===== src/rtl/hdr_ratio_pkg.sv =====
package hdr_ratio_pkg;

   typedef enum logic [1:0] {
      RATIO_X1 = 2'd0,
      RATIO_X2 = 2'd1,
      RATIO_X4 = 2'd2,
      RATIO_X8 = 2'd3
   } ratio_e;

   // Base code from the header indications; a 32-bit width steps it up once
   // for any stream that is not plain.
   function automatic ratio_e ratio_from_hdr(input logic enc,
                                             input logic cmp,
                                             input logic wide);
      logic [1:0] base;
      if (!enc && !cmp) begin
         return RATIO_X1;
      end
      base = cmp ? 2'd2 : 2'd1;
      return ratio_e'(base + {1'b0, wide});
   endfunction

endpackage


===== src/rtl/hdr_word_counter.sv =====
module hdr_word_counter #(
   parameter int unsigned MAX_COUNT = 230,
   parameter int unsigned CNT_W     = 8
) (
   input  logic             clk,
   input  logic             rst_n,
   input  logic             acc,
   input  logic             last,
   output logic [CNT_W-1:0] idx
);

   localparam logic [CNT_W-1:0] TOP_C = CNT_W'(MAX_COUNT);

   if (CNT_W < $clog2(MAX_COUNT + 1)) begin : g_width_chk
      $error("hdr_word_counter: CNT_W too narrow for MAX_COUNT");
   end

   always_ff @(posedge clk or negedge rst_n) begin
      if (!rst_n) begin
         idx <= '0;
      end else if (acc) begin
         if (last) begin
            idx <= '0;
         end else if (idx != TOP_C) begin
            idx <= idx + 1'b1;
         end
      end
   end

   // the position never runs past the saturation value
   a_r8_cnt_saturates: assert property (@(posedge clk) disable iff (!rst_n)
      idx <= TOP_C);

   // an accepted last word restarts the position at zero
   a_r3_restart_at_last: assert property (@(posedge clk) disable iff (!rst_n)
      (acc && last) |=> (idx == '0));

   // without an accepted word the position holds
   a_r9_idle_holds: assert property (@(posedge clk) disable iff (!rst_n)
      !acc |=> $stable(idx));

endmodule


===== src/rtl/hdr_field_capture.sv =====
module hdr_field_capture #(
   parameter int unsigned CNT_W   = 8,
   parameter int unsigned ENC_IDX = 69,
   parameter int unsigned CMP_IDX = 229,
   parameter int unsigned ENC_W   = 2
) (
   input  logic             clk,
   input  logic             rst_n,
   input  logic             acc,
   input  logic             last,
   input  logic [CNT_W-1:0] idx,
   input  logic [ENC_W-1:0] enc_field,
   input  logic             cmp_bit,
   output logic             is_enc,
   output logic             is_cmp,
   output logic             hdr_ok,
   output logic             hdr_err
);

   localparam logic [CNT_W-1:0] ENC_AT = CNT_W'(ENC_IDX);
   localparam logic [CNT_W-1:0] CMP_AT = CNT_W'(CMP_IDX);

   logic first_word;
   assign first_word = acc && (idx == '0);

   always_ff @(posedge clk or negedge rst_n) begin
      if (!rst_n) begin
         is_enc  <= 1'b0;
         is_cmp  <= 1'b0;
         hdr_ok  <= 1'b0;
         hdr_err <= 1'b0;
      end else begin
         hdr_err <= acc && last && (idx < CMP_AT);
         if (first_word) begin
            is_enc <= 1'b0;
            is_cmp <= 1'b0;
            hdr_ok <= 1'b0;
         end
         if (acc && (idx == ENC_AT)) begin
            is_enc <= |enc_field;
         end
         if (acc && (idx == CMP_AT)) begin
            is_cmp <= ~cmp_bit;
            hdr_ok <= 1'b1;
         end
      end
   end

   // the classification is due one cycle after the compression word
   a_r6_ok_after_cmp: assert property (@(posedge clk) disable iff (!rst_n)
      (acc && (idx == CMP_AT)) |=> hdr_ok);

   // once set, valid holds until the next stream's first word
   a_r6_ok_held: assert property (@(posedge clk) disable iff (!rst_n)
      (hdr_ok && !first_word) |=> hdr_ok);

   // an error pulse never coexists with a valid ratio
   a_r7_err_excludes_ok: assert property (@(posedge clk) disable iff (!rst_n)
      hdr_err |-> !hdr_ok);

   // a nonzero encryption field is remembered
   a_r3_enc_seen: assert property (@(posedge clk) disable iff (!rst_n)
      (acc && (idx == ENC_AT) && (|enc_field)) |=> is_enc);

endmodule


===== src/rtl/ratio_encoder.sv =====
module ratio_encoder
   import hdr_ratio_pkg::*;
(
   input  logic       clk,
   input  logic       rst_n,
   input  logic       is_enc,
   input  logic       is_cmp,
   input  logic       hdr_ok,
   input  logic       wide_sel,
   input  logic       pad_active,
   output logic [1:0] ratio_code
);

   ratio_e hdr_code;

   always_comb begin
      hdr_code = ratio_from_hdr(is_enc, is_cmp, wide_sel);
      if (pad_active || !hdr_ok) begin
         ratio_code = RATIO_X1;
      end else begin
         ratio_code = hdr_code;
      end
   end

   // a 16-bit width never reaches x8
   a_r5_narrow_caps_x4: assert property (@(posedge clk) disable iff (!rst_n)
      !wide_sel |-> (ratio_code != RATIO_X8));

   // a plain header always yields x1
   a_r5_plain_x1: assert property (@(posedge clk) disable iff (!rst_n)
      (!is_enc && !is_cmp) |-> (ratio_code == RATIO_X1));

   // a 32-bit encrypted or compressed stream is never below x4
   a_r5_wide_min_x4: assert property (@(posedge clk) disable iff (!rst_n)
      (hdr_ok && !pad_active && wide_sel && (is_enc || is_cmp))
         |-> (ratio_code >= RATIO_X4));

endmodule


===== src/rtl/hdr_ratio_sel.sv =====
module hdr_ratio_sel
   import hdr_ratio_pkg::*;
#(
   parameter int unsigned DATA_W    = 32,
   parameter int unsigned MIN_WORDS = 230,
   parameter int unsigned ENC_IDX   = 69,
   parameter int unsigned ENC_LSB   = 2,
   parameter int unsigned ENC_W     = 2,
   parameter int unsigned CMP_IDX   = 229,
   parameter int unsigned CMP_BIT   = 1
) (
   input  logic              clk,
   input  logic              rst_n,
   input  logic              s_valid,
   output logic              s_ready,
   input  logic [DATA_W-1:0] s_data,
   input  logic              s_last,
   output logic              m_valid,
   input  logic              m_ready,
   output logic [DATA_W-1:0] m_data,
   output logic              m_last,
   input  logic              wide_sel,
   input  logic              pad_active,
   output logic [1:0]        ratio_code,
   output logic              ratio_valid,
   output logic              hdr_err
);

   localparam int unsigned CNT_W = $clog2(MIN_WORDS + 1);

   if (ENC_IDX == 0 || CMP_IDX == 0) begin : g_pos_zero_chk
      $error("hdr_ratio_sel: indicator words must not sit at position 0");
   end
   if (ENC_IDX >= MIN_WORDS || CMP_IDX >= MIN_WORDS) begin : g_pos_range_chk
      $error("hdr_ratio_sel: indicator words must lie below MIN_WORDS");
   end
   if (ENC_IDX == CMP_IDX) begin : g_pos_clash_chk
      $error("hdr_ratio_sel: indicator positions must differ");
   end
   if (ENC_LSB + ENC_W > DATA_W || CMP_BIT >= DATA_W) begin : g_bit_chk
      $error("hdr_ratio_sel: indicator bits outside the word");
   end

   logic             acc;
   logic [CNT_W-1:0] idx;
   logic             is_enc;
   logic             is_cmp;

   assign s_ready = pad_active ? 1'b0 : m_ready;
   assign acc     = s_valid && s_ready;
   assign m_valid = pad_active ? 1'b1 : s_valid;
   assign m_data  = pad_active ? {DATA_W{1'b1}} : s_data;
   assign m_last  = pad_active ? 1'b0 : s_last;

   hdr_word_counter #(
      .MAX_COUNT (MIN_WORDS),
      .CNT_W     (CNT_W)
   ) u_cnt (
      .clk   (clk),
      .rst_n (rst_n),
      .acc   (acc),
      .last  (s_last),
      .idx   (idx)
   );

   hdr_field_capture #(
      .CNT_W   (CNT_W),
      .ENC_IDX (ENC_IDX),
      .CMP_IDX (CMP_IDX),
      .ENC_W   (ENC_W)
   ) u_cap (
      .clk       (clk),
      .rst_n     (rst_n),
      .acc       (acc),
      .last      (s_last),
      .idx       (idx),
      .enc_field (s_data[ENC_LSB +: ENC_W]),
      .cmp_bit   (s_data[CMP_BIT]),
      .is_enc    (is_enc),
      .is_cmp    (is_cmp),
      .hdr_ok    (ratio_valid),
      .hdr_err   (hdr_err)
   );

   ratio_encoder u_enc (
      .clk        (clk),
      .rst_n      (rst_n),
      .is_enc     (is_enc),
      .is_cmp     (is_cmp),
      .hdr_ok     (ratio_valid),
      .wide_sel   (wide_sel),
      .pad_active (pad_active),
      .ratio_code (ratio_code)
   );

   // padding stalls the input and presents a non-final sync word
   a_r9_pad_stalls: assert property (@(posedge clk) disable iff (!rst_n)
      pad_active |-> (!s_ready && m_valid && !m_last && (ratio_code == RATIO_X1)));

   // padding never disturbs a classified header
   a_r9_pad_keeps_valid: assert property (@(posedge clk) disable iff (!rst_n)
      (pad_active && ratio_valid) |=> ratio_valid);

endmodule


===== config.mk =====
export PLATFORM = sky130hd
export DESIGN_NAME = hdr_ratio_sel
export DESIGN_NICKNAME = d
export VERILOG_FILES = /design/src/rtl/hdr_ratio_pkg.sv /design/src/rtl/hdr_word_counter.sv /design/src/rtl/hdr_field_capture.sv /design/src/rtl/ratio_encoder.sv /design/src/rtl/hdr_ratio_sel.sv
export SDC_FILE = /design/constraint.sdc
export NUM_CORES = 1
export LEC_CHECK = 0
export BUFFER_PORTS_ARGS = -buffer_cell sky130_fd_sc_hd__buf_2
export CORE_AREA = 8 8 69 53
export CTS_CLUSTER_DIAMETER = 80
export DETAILED_ROUTE_END_ITERATION = 12
export DIE_AREA = 0 0 77 61
export GPL_ROUTABILITY_DRIVEN = 0
export PLACE_DENSITY_LB_ADDON = 0.15
export SETUP_SLACK_MARGIN = 0.4
export SKIP_LAST_GASP = 1
export SLEW_MARGIN = 25
export SYNTH_ARGS = -nofsm -noshare
export SYNTH_HDL_FRONTEND = slang
export SYNTH_HIERARCHICAL = 1
export SYNTH_SLANG_ARGS = --single-unit

===== constraint.sdc =====
create_clock -name clk -period 3.21 [get_ports clk]
set_input_delay 0 -clock clk [delete_from_list [all_inputs] [get_ports clk]]
set_output_delay 0 -clock clk [all_outputs]
set_load 0.01 [all_outputs]

==> Yosys cells after proc, flatten, opt, wreduce, memory -nomap -nowiden <==
Cells that the tools add are included.
{ "word_totals": {"output_inout_bits": 39, "regBits": 12, "input_bits": 39, "wordCells": 44} }
{ "op_classes": {"bitwise_logic": 1, "n_mux": 15, "add_sub_neg": 2, "order_cmp": 1, "eq_ne": 3, "reduce_logical": 17} }
{ "ops": {"columns": ["op", "n"], "rows": [
  ["two-way mux 32 bit", 1],
  ["two-way mux 8 bit", 2],
  ["adder 8 x 1 -> 8 bit (second input constant)", 1],
  ["equality test 8 x 7 -> 1 bit (second input constant)", 1],
  ["equality test 8 bit (second input constant)", 1],
  ["zero test 8 bit", 1],
  ["less-than comparator 8 bit (second input constant)", 1],
  ["two-way mux 1 bit", 8],
  ["two-way mux 2 bit", 4],
  ["!= test 8 bit (second input constant)", 1],
  ["logical AND 1 bit", 7],
  ["nonzero test 2 bit", 3],
  ["zero test 1 bit", 3],
  ["adder 2 x 1 -> 2 bit", 1],
  ["AND reduction 2 bit", 1],
  ["OR reduction 2 bit", 1],
  ["logical OR 1 bit", 1],
  ["NOT 1 bit", 1]
]} }

==> Longest topological paths before layout <==
{ "depth": {"word_depth": 5, "ltp_mapped": 5} }

==> Hierarchy <==
The synthesis kept the hierarchy.
{ "modules_own_cells": {"columns": ["mod", "instances", "cells_per_inst", "area_per_inst_um2"], "rows": [
  ["hdr_word_counter", 1, 50, 526.8],
  ["hdr_ratio_sel", 1, 39, 267.8],
  ["hdr_field_capture", 1, 24, 245.2],
  ["ratio_encoder", 1, 6, 41.3]
]} }

==> Least setup slack after synthesis <==
No wires, ideal clock.
{ "synth_timing": {"path_kind": "register to register", "startpoint": "register u_cnt.idx[2]", "endpoint": "register u_cnt.idx[0]", "t_required_ps": 3085, "setup_time_ps": 125, "stages_incl_launch_ff": 4, "synth_period_minus_slack_ps": 1546, "arrival_ps": 1421, "path_slack_ps": 1664, "path_cell_list": "dfrtp_1 nand4b_4 o41ai_4 mux2_2"} }
{ "synth_via": {"elab_chain_cells": 3} }
{ "synth_rtl": {"columns": ["item", "line_no", "rtl"], "rows": [
  ["start, declared", "hdr_word_counter.sv:9", "output logic [CNT_W-1:0] idx"],
  ["start signal, assigned", "hdr_word_counter.sv:25", "idx <= idx + 1'b1;"],
  ["!= test 8 bit", "hdr_word_counter.sv:24", "end else if (idx != TOP_C) begin"],
  ["nonzero test 2 bit (no source line)", null, null],
  ["AND reduction 2 bit (no source line)", null, null]
]} }
Every way passes these cells.
A chain may end at the register's enable or synchronous reset.

==> Worst setup path in the final report <==
{ "layout_timing": {"startpoint": "register u_cnt.idx[0]", "endpoint": "register u_cnt.idx[0]"} }
{ "layout_via": {"elab_chain_cells": 3, "elab_cells_between_ends": 6, "cone_classes": "1 x add/sub; 1 x eq/ne; 2 x mux; 2 x reduce/logical"} }
{ "layout_rtl": {"columns": ["item", "line_no"], "rows": [
  ["adder 8 x 1 -> 8 bit / != test 8 bit (equally long branches)", "hdr_word_counter.sv:25, hdr_word_counter.sv:24"],
  ["two-way mux 8 bit / nonzero test 2 bit (equally long branches)", null],
  ["two-way mux 8 bit / AND reduction 2 bit (equally long branches)", null]
]} }
Parallel ways exist; a longest one is shown, timed or not. The select of a mux whose other input is x is not followed.

==> metrics.md <==
| Metric | Value |
|---|---|
| Status | complete, no violations |
| Top post-synthesis cells by area | dfrtp_1 (28%), or2_1 (17%), ha_1 (3.5%) |
| Post-CTS Resized | 0 |
| RSZ-0062 raised after global routing | no |
| DP HPWL | 3110 um |
| Post-synthesis sequential area ratio | 27.8% |
| Critical-path maximum fanout | 9 |
| Leak Pwr | 0.721 nW |
| Mapped Avg Cell Area | 9.08 um^2 |
| WL per Instance | 16.4 um |
| Later-pin clock latency in the skew report | 0.24 ns |
| First-pass DRT Iterations | 4 |
| Initial antenna violation count | 0 |
| Die ar. | 4700 um^2 |
| Clk buf depth | 2 |
| Via-to-Cell Ratio | 5.18 |
| Mapped Cells | 119 |
| Total wire length | 3840 um |
| Critical path arrival | 1.90 ns |
| Relative slew slack | 65.7% |
| Worst Path Required | 3.34 ns |
| Maximum clock rate | 0.566 GHz |
| Critical Setup Path Class | register to register |
| Drc violations | 0 |
| Synth Warn # | 6 |
| Final-report max-slew violation count | 0 |
| 1st-iter DRT viols | 48 |
| CP Cell Sequence | inv_1, ha_1, nand2_1, o41ai_4, mux2_2 |
| Seq cells post-synth | 12 |
| CTS tree | done |
| First-pass GRT wire length | 5910 um |
| Max incr delay on CP | 0.47 ns |
| Min-Delay Endpoint | u_cap/hdr_err$_DFF_PN0_ |
| H-tree levels | 1 |
| Post-route ant nets | 0 |
| Post-synth top area cell | dfrtp_1 |
| Synthesized net count | 161 |
| Final Util | 58.6% |
| Clk_skew | 0.000611 ns |
| Clk slew on worst S/H paths | 0.05 ns |
| Hold path start | s_last |
| Worst vdd ir | 0.252 mV |
| Top cell type's share of synthesized area | 27.8% |
| Reg2Reg Depth | 5 |
| CP endpoint kind | register |
| PortBufs | 77 |
| Pwr Density | 378 nW/um^2 |
| Post-CTS Repair Setup Buffers | 0 |
| Ant. Diodes | 0 |
| Least-Margin Pin Slew | 0.513 ns |
| Share of cells above drive strength 1 | 49.5% |
| Critical path depth | 5 |
| Largest net degree at the start of global routing | 39 |
| Vias in the first global route | 1,167 |
| Filler cells | 242 |
| Worst Hold Depth | 3 |
| Top delay family on crit path | flip-flops |
| Final Hold Fails | 0 |
| Post-synth cell types | 39 |
| Starting Density | 40.9% |
| CP max-delay cell | dfrtp_1 |
| Worst hold path type | input port to register |
| Crit Reg-Reg Endpoint | u_cnt/idx[0]$_DFFE_PN0P_ |
| Chip Height | 61 um |
| CP Buf/Inv Count | 1 |
| CTS Root Buffer Type | clkbuf_8 |
| CTS buffer count | 3 |
| Crit share post-route | 55.1% |
| FF-to-FF setup slack | 1.44 ns |
| Row Count | 16 |
| P&R area growth vs syn | 43.3% |
| Nature of the critical path startpoint | register |
| Post-synthesis cell area | 1080 um^2 |
| GRT Util Overall | 15.7% |
| IO Count | 78 |
| Maxcap violations | 0 |
| Hold_ws | 0.0968 ns |
| DR vias | 1,213 |
| Grt total ovfl | 0 |
| Setup TNS | 0 ns |
| Die W | 77 um |
| Nets | 241 |
| Final worst path period need | 1.77 ns |
| # setup viols final | 0 |
| Clk sinks | 12 |
| Reg2Reg Launch Point | u_cnt/idx[0]$_DFFE_PN0P_ |
| Core area | 2640 um^2 |
==> where the power goes <==
part / total, mW / internal (mW) / switching (mW) / leakage, nW
Clock: 0.167 / 0.109 / 0.0585 / 0.0288
Sequential: 0.222 / 0.172 / 0.0498 / 0.135
Combinational: 0.196 / 0.0960 / 0.0997 / 0.558
==> worst max path at each step <==
stage | start | end | slack (ns)
floorplan | u_cnt/idx[2]$_DFFE_PN0P_ | u_cnt/idx[0]$_DFFE_PN0P_ | 1.66
global placement | u_cnt/idx[2]$_DFFE_PN0P_ | u_cnt/idx[1]$_DFFE_PN0P_ | 1.54
detailed placement | u_cnt/idx[0]$_DFFE_PN0P_ | u_cnt/idx[0]$_DFFE_PN0P_ | 1.44
CTS | u_cnt/idx[2]$_DFFE_PN0P_ | u_cnt/idx[0]$_DFFE_PN0P_ | 1.45
global route | u_cnt/idx[0]$_DFFE_PN0P_ | u_cnt/idx[1]$_DFFE_PN0P_ | 1.38
finish | u_cnt/idx[0]$_DFFE_PN0P_ | u_cnt/idx[0]$_DFFE_PN0P_ | 1.44
==> cells by family (layout without fill, tap and decap cells) <==
group,count (synthesis),count (layout),share of synthesized area [%]
simple gates,75,75,45.7
compound gates,14,14,12.6
flops,12,12,27.8
buf+inv,10,89,5.55
mux,5,5,4.86
fa+ha+maj,3,3,3.47
==> tightest hold or removal path, cell delays in order <==
cell and delay, ns:
buf_2 0.17, nand2_1 0.09, a41oi_1 0.04
==> synthesized netlist by cell type (all sizes together) <==
cell type,number
or4,2
a221o,2
a22o,1
o22ai,1
o41ai,2
nand2,7
or2,35
a211oi,1
or3,1
nand2b,2
nor4,5
a41oi,1
o21ai,1
ha,3
clkbuf,1
inv,6
nand3,3
nor3,1
mux2i,3
o21bai,1
o311a,1
or2b,1
nor2b,5
and2b,2
buf,3
nand4b,3
o31ai,2
a31oi,1
and3b,1
mux2,2
nor4b,2
nor2,5
dfrtp,12
==> stage by stage <==
| stage | cell area (um^2) | power [mW] | setup slack (ns) | instances |
|---|---|---|---|---|
| 2_1_floorplan | 1080 | 0.337 | 1.66 | 119 |
| 3_3_place_gp | 1470 | 0.409 | 1.54 | 228 |
| 3_5_place_dp | 1470 | 0.417 | 1.44 | 228 |
| 4_1_cts | 1550 | 0.585 | 1.45 | 234 |
| 5_1_grt | 1550 | 0.619 | 1.38 | 234 |
| 6_report | 1550 | 0.585 | 1.44 | 234 |
==> layer usage <==
| layer | track usage, % | part of all wire (%) |
|---|---|---|
| met3 | 4.59 | 9.8 |
| met1 | 18.0 | 42 |
| met4 | 2.94 | 0.57 |
| met2 | 28.8 | 48 |
| met5 | 0 | 0 |
==> area by class of cell <==
class | count | area (um^2) | share of cell area [%]
clock buffer | 4 | 55.1 | 3.55
inverter | 6 | 22.5 | 1.45
multi-input combinational | 97 | 721 | 46.5
sequential | 12 | 300 | 19.4
tap | 36 | 45.0 | 2.91
timing repair buffer | 79 | 405 | 26.2
==> layout by cell type (no fill, tap or decap), types with 3 or more instances in the layout <==
master and count:
buf_2 77, or2_1 30, dfrtp_1 12, nand2_1 7, inv_1 6, or2_2 5
nor2_1 5, nor2b_1 5, clkbuf_8 4, nor4_1 4, mux2i_1 3, ha_1 3
==> sequential cells by signal, indices dropped and copies added (netlist names) <==
name	cells
u_cap/is_enc	1
u_cap/is_cmp	1
u_cap/hdr_err	1
u_cnt/idx	8
u_cap/hdr_ok	1
==> timing repair <==
item | 4_1_cts | 5_1_grt
endpoints found under the setup margin | 0 | 0
hold endpoints to repair | 13 | 0
hold buffers | 2 | 0
(Power assumes the default switching activity.)
